## src/rtl/hdb3_dec_pkg.sv

```systemverilog
package hdb3_dec_pkg;

    // Clocks from rail capture to the NRZ output register.
    localparam int unsigned LINE_LATENCY = 5;
    // Distance from a violation back to the pulse a B00V group adds.
    localparam int unsigned SUBST_GAP    = 3;

    // Bit 0 is the positive rail and bit 1 is the negative rail.
    typedef enum logic [1:0] {
        SYM_SPACE = 2'b00,
        SYM_POS   = 2'b01,
        SYM_NEG   = 2'b10,
        SYM_BOTH  = 2'b11
    } line_sym_e;

    typedef enum logic {
        POL_NEG = 1'b0,
        POL_POS = 1'b1
    } pol_e;

    typedef struct packed {
        logic valid;
        pol_e pol;
    } pol_rec_t;

    typedef struct packed {
        logic data;     // decoded bit for this position
        logic viol;     // position classified as a violation
        logic dbl;      // violation repeats the last violation polarity
    } sym_class_t;

    function automatic line_sym_e rails_to_sym(input logic p, input logic n);
        return line_sym_e'({n, p});
    endfunction

    function automatic logic is_single(input line_sym_e s);
        return (s == SYM_POS) || (s == SYM_NEG);
    endfunction

    function automatic pol_e sym_pol(input line_sym_e s);
        return (s == SYM_POS) ? POL_POS : POL_NEG;
    endfunction

endpackage

```

## src/rtl/hdb3_rail_capture.sv

```systemverilog
module hdb3_rail_capture
    import hdb3_dec_pkg::*;
(
    input  logic      clk,
    input  logic      rst,
    input  logic      rail_pos,
    input  logic      rail_neg,
    output line_sym_e sym_q
);

    always_ff @(posedge clk) begin
        if (rst) begin
            sym_q <= SYM_SPACE;
        end else begin
            sym_q <= rails_to_sym(rail_pos, rail_neg);
        end
    end

endmodule

```

## src/rtl/hdb3_violation_tracker.sv

```systemverilog
module hdb3_violation_tracker
    import hdb3_dec_pkg::*;
(
    input  logic       clk,
    input  logic       rst,
    input  line_sym_e  sym,
    output sym_class_t cls
);

    pol_rec_t last_mark_q;
    pol_rec_t last_viol_q;
    logic     single;
    pol_e     cur_pol;

    always_comb begin
        single   = is_single(sym);
        cur_pol  = sym_pol(sym);
        cls.viol = single && last_mark_q.valid && (last_mark_q.pol == cur_pol);
        cls.data = (sym != SYM_SPACE) && !cls.viol;
        cls.dbl  = cls.viol && last_viol_q.valid && (last_viol_q.pol == cur_pol);
    end

    always_ff @(posedge clk) begin
        if (rst) begin
            last_mark_q <= '{valid: 1'b0, pol: POL_NEG};
            last_viol_q <= '{valid: 1'b0, pol: POL_NEG};
        end else begin
            if (single) begin
                last_mark_q <= '{valid: 1'b1, pol: cur_pol};
            end
            if (cls.viol) begin
                last_viol_q <= '{valid: 1'b1, pol: cur_pol};
            end
        end
    end

endmodule

```

## src/rtl/hdb3_zero_restore.sv

```systemverilog
module hdb3_zero_restore #(
    parameter int unsigned STAGES = 4,
    parameter int unsigned GAP    = 3
) (
    input  logic clk,
    input  logic rst,
    input  logic data_in,
    input  logic cancel_back,
    output logic data_out
);

    logic [STAGES-1:0] pipe_q;

    for (genvar i = 0; i < STAGES; i++) begin : g_stage
        if (i == 0) begin : g_head
            always_ff @(posedge clk) begin
                if (rst) pipe_q[i] <= 1'b0;
                else     pipe_q[i] <= data_in;
            end
        end else if (i == GAP) begin : g_cancel
            always_ff @(posedge clk) begin
                if (rst) pipe_q[i] <= 1'b0;
                else     pipe_q[i] <= pipe_q[i-1] & ~cancel_back;
            end
        end else begin : g_plain
            always_ff @(posedge clk) begin
                if (rst) pipe_q[i] <= 1'b0;
                else     pipe_q[i] <= pipe_q[i-1];
            end
        end
    end

    always_ff @(posedge clk) begin
        if (rst) data_out <= 1'b0;
        else     data_out <= pipe_q[STAGES-1];
    end

endmodule

```

## src/rtl/hdb3_line_decoder.sv

```systemverilog
module hdb3_line_decoder
    import hdb3_dec_pkg::*;
#(
    parameter int unsigned LATENCY = LINE_LATENCY,
    parameter int unsigned GAP     = SUBST_GAP
) (
    input  logic clk,
    input  logic rst,
    input  logic rail_pos,
    input  logic rail_neg,
    output logic nrz_out,
    output logic dbl_viol
);

    localparam int unsigned STAGES = LATENCY - 1;

    line_sym_e  sym_q;
    sym_class_t cls;
    logic       viol_now;

    hdb3_rail_capture u_capture (
        .clk      (clk),
        .rst      (rst),
        .rail_pos (rail_pos),
        .rail_neg (rail_neg),
        .sym_q    (sym_q)
    );

    hdb3_violation_tracker u_tracker (
        .clk (clk),
        .rst (rst),
        .sym (sym_q),
        .cls (cls)
    );

    hdb3_zero_restore #(
        .STAGES (STAGES),
        .GAP    (GAP)
    ) u_restore (
        .clk         (clk),
        .rst         (rst),
        .data_in     (cls.data),
        .cancel_back (cls.viol),
        .data_out    (nrz_out)
    );

    assign viol_now = cls.viol;

    always_ff @(posedge clk) begin
        if (rst) dbl_viol <= 1'b0;
        else     dbl_viol <= cls.dbl;
    end

endmodule

```

## config.mk

```make
export PLATFORM = sky130hd
export DESIGN_NAME = hdb3_line_decoder
export DESIGN_NICKNAME = d
export VERILOG_FILES = /design/src/rtl/hdb3_dec_pkg.sv /design/src/rtl/hdb3_rail_capture.sv /design/src/rtl/hdb3_violation_tracker.sv /design/src/rtl/hdb3_zero_restore.sv /design/src/rtl/hdb3_line_decoder.sv
export SDC_FILE = /design/constraint.sdc
export NUM_CORES = 1
export LEC_CHECK = 0
export BUFFER_PORTS_ARGS = -buffer_cell sky130_fd_sc_hd__buf_2
export CAP_MARGIN = 20
export CORE_AREA = 3 3 40 42
export CTS_CLUSTER_DIAMETER = 40
export DETAILED_ROUTE_END_ITERATION = 10
export DIE_AREA = 0 0 43 45
export PLACE_DENSITY = 0.47
export SLEW_MARGIN = 5
export SYNTH_ARGS = -nofsm -noshare
export SYNTH_HDL_FRONTEND = slang
export SYNTH_SLANG_ARGS = --single-unit
```

## constraint.sdc

```tcl
create_clock -name clk -period 1.98 [get_ports clk]
set_input_delay 0.099 -clock clk [delete_from_list [all_inputs] [get_ports clk]]
set_output_delay 0.099 -clock clk [all_outputs]
set_load 0.01 [all_outputs]
```

==> impl.org, run 1 <==
** Outcome
- Result of the run :: completed

** Synth
- The number of nets in the synthesized netlist is 44.
- Counting every instance in the synthesized netlist gives 38.
- The synthesized design contains 12 register bits.
- After synthesis, the netlist uses 17 different library cells.
- The Yosys step of the flow raised 0 warnings.
- Synth Cell Area :: 419.2 sq um
- In this run the mean area of a mapped cell was 11.03 sq um.
- Sequential cells were found to cover 57.31% of the synthesized design area.

** Run
- The tool flagged a number of max-cap violations equal to 0.

** CTS
- Clk Tree Root Cell :: clkbuf_4
- Count of hold-fix buffers inserted at cts :: 0
- Number of resized instances in the post-cts repair step :: 0
- The clock passes through at most 2 buffers.
- Clock latency on the worst-skew pair, taken at its later pin, is 0.27 ns.
- Setup repair bufs after CTS :: 0
- Htree depth :: 1
- TritonCTS built the clock tree.
- Counting the buffers created by CTS gives 3.
- Clock-pin slew was measured on the worst setup and hold paths at 0.07 ns.
- # clock sinks :: 12

** Place
- Post-detail-place hpwl :: 402.3 microns
- RD Place Congestion :: 0.6209
- Worst slack at placement :: 0.6911 ns
- Buffers placed on the I/O ports in this run total 5.
- Area after DPL :: 459.2 sq um

** Worst setup path
- Along the worst path, the maximum fanout reaches 4.
- STA classifies the critical path startpoint as a register.
- Data required time of the critical path :: 2.18 ns
- Data arrival time at the worst-slack endpoint :: 1.49 ns
- Setup crit end kind :: register
- Longest individual stage delay on the worst path :: 0.32 ns
- Cell-by-cell listing of the critical path :: inv_1, ha_1, xnor2_1, and3_4, mux2i_1
- Worst setup path class :: reg -> reg
- On the critical path, the stage with the largest delay is an instance of dfxtp_1.

** Floorplan
- Starting density of the core :: 32.62%
- In this run the core area contains 13 standard-cell rows.
- Placeable core region :: 1285 sq um
- Die footprint :: 1935 sq um
- DIE HEIGHT :: 45 microns
- 6 I/O pins were placed.
- Die Width :: 43 microns

** Timing
- Derived from the worst setup path, the maximum achievable clock frequency is 0.7761 GHz.
- For the final database, setup skew stands at 0.001755 ns.
- Setup repair after global routing left no endpoint under its margin.
- Final clock period utilization by the worst path :: 65.08%
- Setup violations remaining at the end of the flow were counted as 0.
- Setup total negative slack on the finished layout was measured at 0 ns.
- Worst setup margin :: 0.6915 ns
- Min cycle time layout :: 1.289 ns
- For the pin with the worst max-slew slack, the measured transition is 0.2374 ns.
- Final-report hold violation count :: 0
- Pins over their slew limit :: 0
- Measured against its own limit, the worst slew margin works out to 84.03%.

** GRT
- Pin count of the biggest net entering global routing :: 14
- The initial antenna violation count came to 0.
- Overall fraction of global-route tracks in use :: 7.203%
- Vias in the first global route :: 257
- For this run the aggregate overflow at the end of global routing stands at 0.
- The first global-routing pass estimated 952 microns of wire.

** Layout
- The number of antenna diodes in the final layout is 0.
- With fillers left out, the area of the finished cells amounts to 495.5 sq um.
- Relative to the synthesized area, the layout overhead comes to 18.21%.
- For this run, the share of the core covered by cells in the final layout is 38.56%.
- Number of nets in the finished design :: 53
- Ratio of cells with drive above 1 in the final layout :: 23.91%
- Fill cell count :: 134

** Power
- Static Leakage :: 0.0002104 uW
- IR analysis of the VDD net gives a maximum drop of 0.3335 mV.
- For this design the ratio of total power to cell area is 961.9 nW/um^2.

** Route
- Summing over every cut layer, the via total after detailed routing is 265.
- Dividing the detail-routed wire length by the instance count gives 8.918 microns.
- For this run, the detailed router's first-pass iteration total came to 1.
- Via-per-instance ratio :: 4.344
- In the routed design, unresolved DRC markers number 0.
- DRT antenna net count :: 0
- The detailed router finished its first iteration with 0 violations.
- The routed design has 544 microns of wire.

** Hold path
- The path class of the tightest hold or removal check is in -> reg.
## cells by family (layout without fill, tap and decap cells)
kind of cell    Yosys count  in the layout  share of synthesized area, %
flops                    12             12                         57.31
mux                       2              2                         4.776
fa+ha+maj                 2              2                         5.969
xor+xnor                  2              2                         4.180
compound gates            1              1                         1.193
simple gates             15             15                         22.98
buf+inv                   4             12                         3.581
## metal layers
metal  vias up  share of wire [%]  track usage, %
li1        140                  -               -
met5         -                  0               0
met4         0                2.2           9.036
met2         6                 44           10.18
met1       117                 46           7.598
met3         2                7.7           2.390
## registers in the layout (all words and copies together), names as in the netlist
register / flops
u_capture.sym_q: 2
u_tracker.last_mark_q: 2
u_tracker.last_viol_q: 2
dbl_viol: 1
u_restore.data_out: 1
u_restore.pipe_q: 4
## through the flow
step,power [uW],hold slack [ns],instances
6_report,476.6,0.03483,61
4_1_cts,482.4,0.03183,61
3_5_place_dp,294.2,0.3122,57
3_3_place_gp,292.4,0.3096,57
5_1_grt,501.0,0.04623,61
2_1_floorplan,286.1,0.1706,38
## worst max-delay path: cells and delay by family (launching register included)
family | cells | cell delay, ns
xor gates and xnor gates | 1 | 0.20
and+or+nand+nor | 1 | 0.24
buffers and inverters | 1 | 0.05
muxes | 1 | 0.18
DFF | 1 | 0.32
adders and majority gates | 1 | 0.24
## Yosys cell counts (all sizes together)
cell / count / area (sq um)
nor3b: 1 / 12.51
nor3: 1 / 5.000
nor2: 3 / 11.26
nand2b: 1 / 6.260
nand3: 1 / 5.000
nor4: 1 / 6.260
or2b: 1 / 7.510
xnor2: 1 / 8.760
nor2b: 5 / 31.28
inv: 3 / 11.26
clkbuf: 1 / 3.750
xor2: 1 / 8.760
and3: 1 / 11.26
ha: 2 / 25.02
mux2i: 2 / 20.02
a21oi: 1 / 5.000
dfxtp: 12 / 240.2
## power by group
group,internal (uW),leakage [uW],switching [uW],total (uW)
combinational,16.1,0.0000913,16.5,32.6
clock,112,0.0000210,77.0,189
sequential,252,0.0000982,3.83,255
total,379,0.000210,97.4,477
## final timing paths
| kind | startpoint | end | slack [ns] | cells after the start |
|---|---|---|---|---|
| worst max-delay path | u_capture.sym_q[1]$_SDFF_PP0_ | u_tracker.last_viol_q[0]$_SDFFE_PP0P_ | 0.69 | 5 |
| worst min-delay path | rail_neg | u_capture.sym_q[1]$_SDFF_PP0_ | 0.03 | 2 |
| worst max register to register | u_capture.sym_q[1]$_SDFF_PP0_ | u_tracker.last_viol_q[0]$_SDFFE_PP0P_ | 0.69 | 5 |
| worst min register to register | u_restore.pipe_q[0]$_SDFF_PP0_ | u_restore.pipe_q[1]$_SDFF_PP0_ | 0.44 | 1 |
## placed cells by master, fill, tap and decap left out, types with 2 or more instances in the layout
cell type  Yosys  layout
clkbuf_4       0       3
ha_1           2       2
nor2b_1        5       5
nor2_1         3       3
mux2i_1        2       2
buf_2          0       5
inv_1          3       3
dfxtp_1       12      12
## final cells by class
cell class              count  area (sq um)  area share, %
clock buffers               4         36.28          7.323
inverters                   3         11.26          2.273
multi-input cells          22         163.9          33.08
flip-flops and latches     12         240.2          48.48
well taps                  15         18.77          3.788
repair buffers              5         25.02          5.051
Power figures use the tool's default switching activity.
==> run 2: changes to the inputs <==
PLACE_DENSITY = 0.49   (was 0.47)
clock period = 1.1 ns   (was 1.98 ns; I/O delays follow)
==> impl.org, run 2 (synthesized netlist as in run 1, its figures left out) <==
** Hold path
- Type of the tightest min-delay check :: in -> reg
- The worst hold path begins at rail_neg.
- End point of the most critical hold path :: u_capture.sym_q[1]$_SDFF_PP0_
- The number of stages on the worst hold path is 2 (unchanged).

** GRT
- The first-pass GRT wire length was 1.110 mm (+17%).
- Met1 track utilization from global routing :: 7.598% (unchanged)
- Met3 routing resource usage after global routing :: 2.789% (+0.40 points)
- The total congestion overflow was 0 (unchanged).
- Overall fraction of global-route tracks in use :: 8.040% (+0.84 points)
- GR peak layer :: met2
- The maximum number of pins on one net before global-route repair was 14 (unchanged).
- Antenna violations before repair :: 0 (unchanged)
- Met2 Track Usage GR :: 13.77% (+3.6 points)
- Vias in the first global route :: 280 (+8.9%)

** Timing
- Unrepaired setup endpoints after global routing :: true
- The maximum clock frequency is 0.8462 GHz (+9.0%).
- Actual slew at the worst max-slew pin :: 0.2411 ns (+0.003744 ns)
- Skew final :: 0.0007340 ns (-0.001021 ns)
- Count of final setup violators :: 2 (+2)
- Final clock period utilization by the worst path :: 107.4% (+42 points)
- The worst slew slack as a fraction of its limit was 83.93% (-0.10 points).
- The number of pins with negative max-slew slack in the final report was 0 (unchanged).
- Final-report hold violation count :: 0 (unchanged)
- The time the worst path needs with I/O delays and setup is 1.182 ns (-0.1068 ns).
- The minimum setup slack in the final design was -0.08172 ns (-0.7732 ns).

** Route
- Number of design rule violations left after detail routing :: 0 (unchanged)
- Wire per inst :: 9.906 microns (+11%)
- Number of search-and-repair iterations in the first detailed-routing pass :: 2 (+1)
- The routed wire length was 634 microns (+17%).
- The number of DRC violations after detailed-routing iteration 0 came to 4 (+4).
- The via density per instance was 4.438 (+2.1%).
- DRT antenna net count :: 0 (unchanged)
- Via Count :: 284 (+7.2%)

** Layout
- In the layout the commonest cells are dfxtp_1 (10), nor2b_1 (5), buf_2 (5).
- Number of nets in the finished design :: 56 (+5.7%)
- Ratio of cells with drive above 1 in the final layout :: 46.94% (+23 points)
- Multi-input combinational cell area :: 211.5 sq um (+29%)
- Largest Register :: u_restore.pipe_q
- The area taken by flip-flops and latches came to 242.7 sq um (+1.0%).
- The number of filler cells placed in the layout is 122 (-9.0%).
- The library cell used most frequently in the layout, excluding fill and tap cells, is dfxtp_1.
- The post-layout instance area was 573.1 sq um (+16%).
- Signed area change from the synthesized netlist to the final layout :: 36.72%
- The number of flip-flops under the largest register name was 4 (unchanged).
- The number of antenna repair diodes came to 0 (unchanged).

** Power
- Static Leakage :: 0.0002291 uW (+8.9%)
- The clock share of power was 38.1% (-1.5 points).
- Net switching component of the power :: 188.0 uW (+93%)
- The share of total power in combinational logic was 9.7% (+2.9 points).
- Peak supply drop :: 0.6373 mV (+91%)
- Power share of the sequential group :: 52.2% (-1.4 points)
- The power density of the placed cells was 1552 nW/um^2 (+61%).
- The switching part of the total was 21.14% (+0.71 points).
- Internal power contribution :: 701.4 uW (+85%)

** CTS
- Clk Tree Root Cell :: clkbuf_4
- Cts bufs inserted :: 3 (unchanged)
- TritonCTS built the clock tree.
- Clk Latency, worst-skew pair :: 0.26 ns (about the same)
- The maximum level of the CTS H-tree is 1 (unchanged).
- # clock sinks :: 12 (unchanged)
- Worst-path clk slew :: 0.07 ns (about the same)
- Clk buf depth :: 2 (unchanged)

** Worst setup path
- Broken down by cell family, the worst path's largest delay share belongs to flip-flops.
- The biggest fanout along the worst timing path came to 3 (-1).
- The worst setup path is captured at a register.
- Number of cell instances on the worst register-to-register path :: 5 (unchanged)
- Startpoint type of the worst setup path :: register
- Data required time of the critical path :: 1.30 ns (-0.88 ns)
- CP max stage cell :: dfxtp_2
- Walking the worst path, the cells encountered are inv_4, ha_4, xnor2_2, and3_4, mux2i_1.
- In this run the critical register-to-register path is launched from u_capture.sym_q[1]$_SDFF_PP0_.
- R2r endpoint :: u_tracker.last_viol_q[0]$_SDFFE_PP0P_
- The critical path is of the reg -> reg type.
- The data arrival time of the worst path came to 1.38 ns (-0.11 ns).
- Longest individual stage delay on the worst path :: 0.34 ns (+0.02 ns)
- The worst path buffer plus inverter count is 1 (unchanged).
- The flop-to-flop setup slack came to -0.08 ns (-0.77 ns).

** Outcome
- The run finished, with violations left.
- Violations in the final reports :: setup timing

** Run
- The number of max-capacitance violations reported was 0 (unchanged).

** Floorplan
- DIE HEIGHT :: 45 microns (unchanged)
- Starting density of the core :: 32.62% (unchanged)
- The I/O pin count came to 6 (unchanged).
- The number of standard-cell rows in the floorplan is 13 (unchanged).
- Die footprint :: 1935 sq um (unchanged)
- Die Width :: 43 microns (unchanged)
- The area of the core came to 1285 sq um (unchanged).

** Place
- Worst slack at placement :: -0.06623 ns (-0.7573 ns)
- Input/output buffers :: 5 (unchanged)
- The post-detailed-placement cell area is 501.7 sq um (+9.3%).
- The final weighted congestion in routability-driven placement was 0.6970 (+12%).
run 2: stage by stage:
step / power, uW / utilization (%) / hold WS, ns / cells / TNS (ns)
2_1_floorplan: 528.6 / - / 0.1192 / 38 / -0.005866
3_3_place_gp: 544.2 / 39.05 / 0.2677 / 58 / -0.04277
3_5_place_dp: 547.9 / 39.05 / 0.2735 / 58 / -0.08315
4_1_cts: 896.0 / 43.23 / 0.001623 / 64 / -0.1421
5_1_grt: 939.0 / 44.60 / 0.01567 / 64 / -0.4600
6_report: 889.4 / 44.60 / 0.01048 / 64 / -0.1132
run 2: how the worst max path moves through the flow:
| stage | startpoint | to | slack (ns) | cells after the start |
|---|---|---|---|---|
| after floorplan | u_capture.sym_q[1]$_SDFF_PP0_ | u_tracker.last_viol_q[0]$_SDFFE_PP0P_ | -0.006 | 5 |
| after global placement | u_capture.sym_q[1]$_SDFF_PP0_ | u_tracker.last_viol_q[0]$_SDFFE_PP0P_ | -0.04 | 5 |
| after detailed placement | u_capture.sym_q[1]$_SDFF_PP0_ | u_tracker.last_viol_q[0]$_SDFFE_PP0P_ | -0.07 | 5 |
| after CTS | u_capture.sym_q[1]$_SDFF_PP0_ | u_tracker.last_viol_q[0]$_SDFFE_PP0P_ | -0.06 | 5 |
| after global routing | u_capture.sym_q[1]$_SDFF_PP0_ | u_tracker.last_viol_q[0]$_SDFFE_PP0P_ | -0.15 | 5 |
| final | u_capture.sym_q[1]$_SDFF_PP0_ | u_tracker.last_viol_q[0]$_SDFFE_PP0P_ | -0.08 | 5 |
run 2: routing by layer:
| metal | routed length [microns] | share of wire (%) | vias up |
|---|---|---|---|
| met2 | 332 | 52 | 6 |
| met1 | 252 | 40 | 131 |
| met4 | 5 | 0.79 | 0 |
| li1 | - | - | 145 |
| met3 | 43 | 6.8 | 2 |
| met5 | 0 | 0 | - |
run 2: worst register-to-register path, delay by kind of cell (launching register included):
family	cells	cell delay (ns)
xor gates and xnor gates	1	0.16
adders and majority gates	1	0.16
buffers and inverters	1	0.05
DFF	1	0.34
muxes	1	0.17
and+or+nand+nor	1	0.24
run 2: cell type report:
| type | instances | area share [%] |
|---|---|---|
| well taps | 15 | 3.275 |
| flip-flops and latches | 12 | 42.36 |
| repair buffers | 8 | 8.734 |
| clock buffers | 4 | 6.332 |
| multi-input cells | 22 | 36.90 |
| inverters | 3 | 2.402 |
run 2: power by group through the flow:
stage | Combinational, uW | Clock [uW] | Sequential (uW)
after global placement | 72.5 | 0 | 472
final | 86.6 | 339 | 464
after global routing | 96.8 | 376 | 466
after CTS | 80.7 | 352 | 463
after floorplan | 57.5 | 0 | 471
after detailed placement | 75.3 | 0 | 473
run 2: timing repair:
| item | in CTS | in global routing |
|---|---|---|
| setup buffers | 1 | 0 |
| endpoints found under the hold margin | 1 | 0 |
| resized for setup | 1 | 4 |
| hold buffers | 1 | 0 |
| endpoints found under the setup margin | 2 | 5 |
| pin swaps | 5 | 3 |
